===== config.mk =====
export PLATFORM = sky130hd
export DESIGN_NAME = audio_pkt_filter
export DESIGN_NICKNAME = d
export VERILOG_FILES = /design/src/rtl/apf_pkg.sv /design/src/rtl/apf_word_counter.sv /design/src/rtl/apf_hdr_check.sv /design/src/rtl/apf_verdict.sv /design/src/rtl/audio_pkt_filter.sv
export SDC_FILE = /design/constraint.sdc
export NUM_CORES = 1
export LEC_CHECK = 0
export ABC_AREA = 1
export BUFFER_PORTS_ARGS = -buffer_cell sky130_fd_sc_hd__clkbuf_2
export CAP_MARGIN = 20
export CORE_MARGIN = 5
export CORE_UTILIZATION = 40
export CTS_BUF_LIST = sky130_fd_sc_hd__clkbuf_2 sky130_fd_sc_hd__clkbuf_4 sky130_fd_sc_hd__clkbuf_8
export CTS_CLUSTER_DIAMETER = 40
export DETAILED_ROUTE_END_ITERATION = 10
export PLACE_DENSITY = 0.68
export SLEW_MARGIN = 10
export SYNTH_ARGS = -nofsm -noshare
export SYNTH_HDL_FRONTEND = slang
export SYNTH_SLANG_ARGS = --single-unit

===== constraint.sdc =====
create_clock -name clk_i -period 2.7 [get_ports clk_i]
set_input_delay 0.135 -clock clk_i [delete_from_list [all_inputs] [get_ports clk_i]]
set_output_delay 0.135 -clock clk_i [all_outputs]
set_load 0.02 [all_outputs]

===== src/rtl/apf_pkg.sv =====
package apf_pkg;
  localparam int DATA_W    = 32;
  localparam int HDR_WORDS = 4;
  // header word k sits at [k*DATA_W +: DATA_W]
  localparam logic [HDR_WORDS*DATA_W-1:0] HDR_EXP  =
    {32'h0101_0000, 32'hC200_1C50, 32'hFFFF_0090, 32'hFFFF_FFFF};
  localparam logic [HDR_WORDS*DATA_W-1:0] HDR_MASK =
    {32'hFFFF_0000, 32'hFFFF_FFFF, 32'hFFFF_FFFF, 32'hFFFF_FFFF};
endpackage


===== src/rtl/apf_word_counter.sv =====
module apf_word_counter #(
  parameter int LIMIT = 1028,
  parameter int CNT_W = $clog2(LIMIT + 1)
) (
  input  logic             clk_i,
  input  logic             rst_ni,
  input  logic             step_i,
  input  logic             clear_i,
  output logic [CNT_W-1:0] cnt_o,
  output logic [CNT_W-1:0] cnt_nxt_o
);
  localparam logic [CNT_W-1:0] LIMIT_C = CNT_W'(LIMIT);

  logic [CNT_W-1:0] cnt_q;

  always_comb cnt_nxt_o = (step_i && cnt_q != LIMIT_C) ? cnt_q + 1'b1 : cnt_q;

  always_ff @(posedge clk_i or negedge rst_ni) begin
    if (!rst_ni)      cnt_q <= '0;
    else if (clear_i) cnt_q <= '0;
    else              cnt_q <= cnt_nxt_o;
  end

  assign cnt_o = cnt_q;

  a_r12_cnt_bounded: assert property (@(posedge clk_i) disable iff (!rst_ni)
    cnt_q <= LIMIT_C);
endmodule


===== src/rtl/apf_hdr_check.sv =====
module apf_hdr_check
  import apf_pkg::*;
#(
  parameter int IDX_W = 11
) (
  input  logic [IDX_W-1:0]  idx_i,
  input  logic [DATA_W-1:0] word_i,
  output logic              in_hdr_o,
  output logic              mismatch_o
);
  logic [HDR_WORDS-1:0] hit;
  logic [HDR_WORDS-1:0] diff;

  for (genvar k = 0; k < HDR_WORDS; k++) begin : g_cmp
    assign hit[k]  = (idx_i == IDX_W'(k));
    assign diff[k] = ((word_i ^ HDR_EXP[k*DATA_W +: DATA_W])
                      & HDR_MASK[k*DATA_W +: DATA_W]) != '0;
  end

  assign in_hdr_o   = |hit;
  assign mismatch_o = |(hit & diff);
endmodule


===== src/rtl/apf_verdict.sv =====
module apf_verdict #(
  parameter int TOTAL = 1028,
  parameter int CNT_W = $clog2(TOTAL + 1)
) (
  input  logic             clk_i,
  input  logic             rst_ni,
  input  logic             end_good_i,
  input  logic             end_bad_i,
  input  logic             fault_i,   // fault state including this cycle's word
  input  logic [CNT_W-1:0] len_i,     // length including this cycle's word
  output logic             commit_o,
  output logic             discard_o
);
  logic keep, end_any;

  assign end_any = end_good_i | end_bad_i;
  assign keep    = end_good_i & ~end_bad_i & ~fault_i & (len_i == CNT_W'(TOTAL));

  always_ff @(posedge clk_i or negedge rst_ni) begin
    if (!rst_ni) begin
      commit_o  <= 1'b0;
      discard_o <= 1'b0;
    end else begin
      commit_o  <= keep;
      discard_o <= end_any & ~keep;
    end
  end

  a_r9_single_verdict: assert property (@(posedge clk_i) disable iff (!rst_ni)
    !(commit_o && discard_o));
  a_r8_bad_end_discards: assert property (@(posedge clk_i) disable iff (!rst_ni)
    end_bad_i |=> (discard_o && !commit_o));
endmodule


===== src/rtl/audio_pkt_filter.sv =====
module audio_pkt_filter
  import apf_pkg::*;
#(
  parameter int PAYLOAD_WORDS = 1024
) (
  input  logic              clk_i,
  input  logic              rst_ni,
  input  logic [31:0]       word_i,
  input  logic              word_valid_i,
  input  logic              end_good_i,
  input  logic              end_bad_i,
  output logic [31:0]       sample_o,
  output logic              sample_we_o,
  output logic              commit_o,
  output logic              discard_o
);
  localparam int TOTAL = HDR_WORDS + PAYLOAD_WORDS;
  localparam int CNT_W = $clog2(TOTAL + 1);

  logic [CNT_W-1:0] idx, idx_nxt;
  logic             end_any, in_hdr, hdr_miss;
  logic             excess, fault_q, fault_nxt, fwd;

  assign end_any = end_good_i | end_bad_i;

  apf_word_counter #(.LIMIT(TOTAL), .CNT_W(CNT_W)) u_cnt (
    .clk_i    (clk_i),
    .rst_ni   (rst_ni),
    .step_i   (word_valid_i),
    .clear_i  (end_any),
    .cnt_o    (idx),
    .cnt_nxt_o(idx_nxt)
  );

  apf_hdr_check #(.IDX_W(CNT_W)) u_hdr (
    .idx_i     (idx),
    .word_i    (word_i),
    .in_hdr_o  (in_hdr),
    .mismatch_o(hdr_miss)
  );

  // counter saturated at TOTAL means this word is beyond the payload
  assign excess    = word_valid_i & (idx == CNT_W'(TOTAL));
  assign fault_nxt = fault_q | (word_valid_i & hdr_miss) | excess;
  assign fwd       = word_valid_i & ~fault_q & ~in_hdr & (idx < CNT_W'(TOTAL));

  always_ff @(posedge clk_i or negedge rst_ni) begin
    if (!rst_ni)      fault_q <= 1'b0;
    else if (end_any) fault_q <= 1'b0;
    else              fault_q <= fault_nxt;
  end

  always_ff @(posedge clk_i or negedge rst_ni) begin
    if (!rst_ni) begin
      sample_we_o <= 1'b0;
      sample_o    <= '0;
    end else begin
      sample_we_o <= fwd;
      if (fwd) sample_o <= word_i;
    end
  end

  apf_verdict #(.TOTAL(TOTAL), .CNT_W(CNT_W)) u_verdict (
    .clk_i     (clk_i),
    .rst_ni    (rst_ni),
    .end_good_i(end_good_i),
    .end_bad_i (end_bad_i),
    .fault_i   (fault_nxt),
    .len_i     (idx_nxt),
    .commit_o  (commit_o),
    .discard_o (discard_o)
  );

  a_r9_verdict_after_end: assert property (@(posedge clk_i) disable iff (!rst_ni)
    end_any |=> (commit_o ^ discard_o));
  a_r9_no_spurious_verdict: assert property (@(posedge clk_i) disable iff (!rst_ni)
    (commit_o || discard_o) |-> $past(end_any));
  a_r11_idle_no_write: assert property (@(posedge clk_i) disable iff (!rst_ni)
    !word_valid_i |=> !sample_we_o);
  a_r5_no_header_fwd: assert property (@(posedge clk_i) disable iff (!rst_ni)
    (word_valid_i && idx < CNT_W'(HDR_WORDS)) |=> !sample_we_o);
  a_r7_no_excess_fwd: assert property (@(posedge clk_i) disable iff (!rst_ni)
    (word_valid_i && idx == CNT_W'(TOTAL)) |=> !sample_we_o);
  a_r4_sample_stable: assert property (@(posedge clk_i) disable iff (!rst_ni)
    !sample_we_o |-> $stable(sample_o));
endmodule


==> metrics.md <==
| Metric | Value |
|---|---|
| Status | completed |
| Rows | 31 |
| Tcrit/Tclk final | 73.7% |
| Drt first-iter violations | roughly 80 |
| Post-synthesis cell count | roughly 410 |
| Post-Layout Cell Count | roughly 600 |
| Avg Cell Area, Syn | approximately 7 um2 |
| First-pass GRT wire length | 11500 um |
| CTS root buf | clkbuf_8 |
| Final min period | around 2 ns |
| Post-DP HPWL | 5570 um |
| Vias in the first global route | 2519 |
| F_max | 502 MHz |
| Core Area | approximately 7000 um2 |
| # H-tree levels | 2 |
| Max Slew Vio Count | 0 |
| Ranking of synthesized cells by area | dfrtp_1 41%, nand2_1 22%, nor2_1 8.9%, inv_1 6.1%, o21ai_2 4.3% |
| I/O pin count | roughly 70 |
| Startpoint class of the critical path | register |
| Endpoint class of the critical path | register |
| DRC Markers | 0 |
| DR vias/cell | 4.56 |
| Clock Pin Slew Worst Setup and Hold Paths | 0.09 ns |
| Actual slew at the worst max-slew pin | 0.496 ns |
| # diodes | 0 |
| Total CTS buffers | 5 |
| Post-Synthesis Cell Area | 2880 um2 |
| Nets | 525 |
| Max-slew headroom | between 60 and 70% |
| Area Growth Syn to Fin | 17.3% |
| RSZ-0062 raised after global routing | no |
| Largest net degree at the start of global routing | 31 |
| Synth top cells by count | 166 x nand2_1, 68 x nor2_1, 47 x dfrtp_1, 47 x inv_1, 23 x nand3_1 |
| Hold depth | 3 |
| Post-synth top area share | 40.9% |
| Total congestion overflow | 0 |
| Syn nets | 453 |
| Async SR Flop Fraction | 100% |
| Post-DR wirelength/cell | 12.0 um |
| Sink Count | 47 |
| Yosys top cell by area | dfrtp_1 |
| Final Hold Vio Count | 0 |
| Vertical die dimension | 94.8 um |
| Port-buffer cells | just over 70 |
| Share of layout cells above drive strength 1 | 23.1% |
| Routability Congestion | 0.863 |
| P_leak | 1.87 nW |
| Total vias in the final route | 2662 |
| Synth warn | 0 |
| Clock Skews | 0.0124 ns |
| CP Class | reg2reg |
| Main synth FF type | dfrtp_1 |
| Critical Path Fanout Max | 9 |
| Cell Pwr Density | between 600 and 700 nW/um2 |
| R2R depth | 13 |
| Dpl cells | ~580 |
| GRT Util Overall | 16.3% |
| DRT Wirelength | 7030 um |
| #FFs+latches synth | 47 |
| TritonCTS clock tree | done |
| Count leader, synth | nand2_1 |
| Final setup TNS | 0 ns |
| CTS max path bufs | 2 |
| Sequential fraction of the synthesis area | between 40% and 50% |
| Die Span X | 94.8 um |
| Final setup viols | 0 |
| Initial Util | 40.3% |
| Total of max-cap violations | 0 |
| Number of synthesized flops with an enable pin | 0 |
| Initial antenna violation count | 0 |
| CP Data Required Time | between 2 and 3 ns |
| Hold Crit Class | in2reg |
| Die ar. | 8980 um2 |
| Max VDD drop | around 210 uV |
| Antenna viol nets, final | 0 |
| Clock latency on the worst-skew pair | about 0.3 ns |
| Synth unique cells | 31 |
| 1st-pass router iterations | 4 |
| Crit path DAT | around 2.2 ns |
-- area by class of cell --
class | count | area, um2
Timing Repair Buffer | 75 | 388
Clock buffer | 6 | 76.3
Fill cell | 769 | 3760
Inverter | 50 | 190
Multi-Input combinational cell | 305 | 1410
Tap cell | 99 | 124
Sequential cell | 47 | 1180
Clock inverter | 2 | 12.5
-- what timing repair did --
| action | in CTS | in global routing |
|---|---|---|
| hold buffers | 1 | 0 |
| gates resized for setup | 0 | 0 |
| endpoints found under the hold margin | 17 | 0 |
| setup buffers | 0 | 0 |
-- logic make-up (layout without fill, tap and decap cells) --
group	after synthesis	after routing	share of synthesized area [%]
xor+xnor	3	3	0.914
flops	47	47	40.9
buf+inv	60	133	10.2
simple gates	278	278	40.7
fa+ha+maj	4	4	1.74
compound gates	20	20	5.57
-- power by group --
| group | internal (W) | switching [W] | total [W] |
|---|---|---|---|
| sequential | 0.000852 | 0.0000847 | 0.000937 |
| clock | 0.000191 | 0.000235 | 0.000426 |
| combinational | 0.000227 | 0.000438 | 0.000665 |
| total | 0.00127 | 0.000757 | 0.00203 |
-- registers in the layout, summed over array words and instances (netlist names) --
| name | cells |
|---|---|
| fault_q | 1 |
| u_cnt.cnt_o | 11 |
| u_verdict.discard_o | 1 |
| sample_o | 32 |
| sample_we_o | 1 |
| u_verdict.commit_o | 1 |
-- placed cells by master (no fill, tap or decap) --
cell type and count:
a21boi_1 1, a21oi_1 2, buf_4 3, clkbuf_2 71, clkbuf_4 1, clkbuf_8 5, clkinv_2 1, clkinvlp_4 1
dfrtp_1 47, dlygate4sd3_1 1, ha_1 4, inv_1 47, inv_2 2, inv_4 1, nand2_1 166, nand2_2 1
nand2_4 2, nand3_1 23, nand3_2 2, nand3b_1 2, nand3b_4 1, nand4_1 5, nor2_1 68, nor2_2 4
nor2_4 1, nor3_1 1, nor3_2 2, o21a_1 1, o21ai_1 1, o21ai_2 14, o21bai_1 1, xnor2_1 1
xor2_1 2
-- worst paths after layout --
kind	startpoint	end	slack [ns]
setup / recovery	u_cnt.cnt_o[0]$_DFF_PN0_	u_verdict.discard_o$_DFF_PN0_	0.71
setup reg to reg	u_cnt.cnt_o[0]$_DFF_PN0_	u_verdict.discard_o$_DFF_PN0_	0.71
max in group asynchronous	rst_ni	u_cnt.cnt_o[1]$_DFF_PN0_	1.60
hold reg to reg	sample_o[3]$_DFFE_PN0P_	sample_o[3]$_DFFE_PN0P_	0.48
min in group asynchronous	rst_ni	sample_o[20]$_DFFE_PN0P_	0.32
hold / removal	word_i[22]	sample_o[22]$_DFFE_PN0P_	0.07
-- critical path, cell delays in order, from the launching register on --
cell     delay [ns]
dfrtp_1        0.47
inv_1          0.15
ha_1           0.22
nand3_1        0.10
nor2_2         0.17
nand2_4        0.11
nand3_1        0.10
nand2_1        0.09
inv_1          0.08
nand2_1        0.05
nor2_1         0.10
nand3_1        0.08
nor2_1         0.11
nor2_1         0.05
-- through the flow --
stage	hold WS [ns]	setup slack (ns)	util (%)	area [um2]	power, W
2_1_floorplan	-0.161	0.997	-	2880	0.00137
3_3_place_gp	0.117	0.838	45.9	3270	0.00162
3_5_place_dp	0.126	0.744	45.9	3270	0.00163
4_1_cts	0.0518	0.708	47.3	3370	0.00206
5_1_grt	0.0684	0.470	47.3	3370	0.00216
6_report	0.0663	0.709	47.3	3370	0.00203
-- layer usage --
metal | vias up | global-route usage [%] | wire (um)
li1 | 1391 | - | -
met1 | 1172 | 20.2 | 3130
met2 | 81 | 27.7 | 3300
met3 | 18 | 2.87 | 401
met4 | 0 | 6.73 | 198
met5 | - | 0 | 0
(Power assumes the default switching activity.)
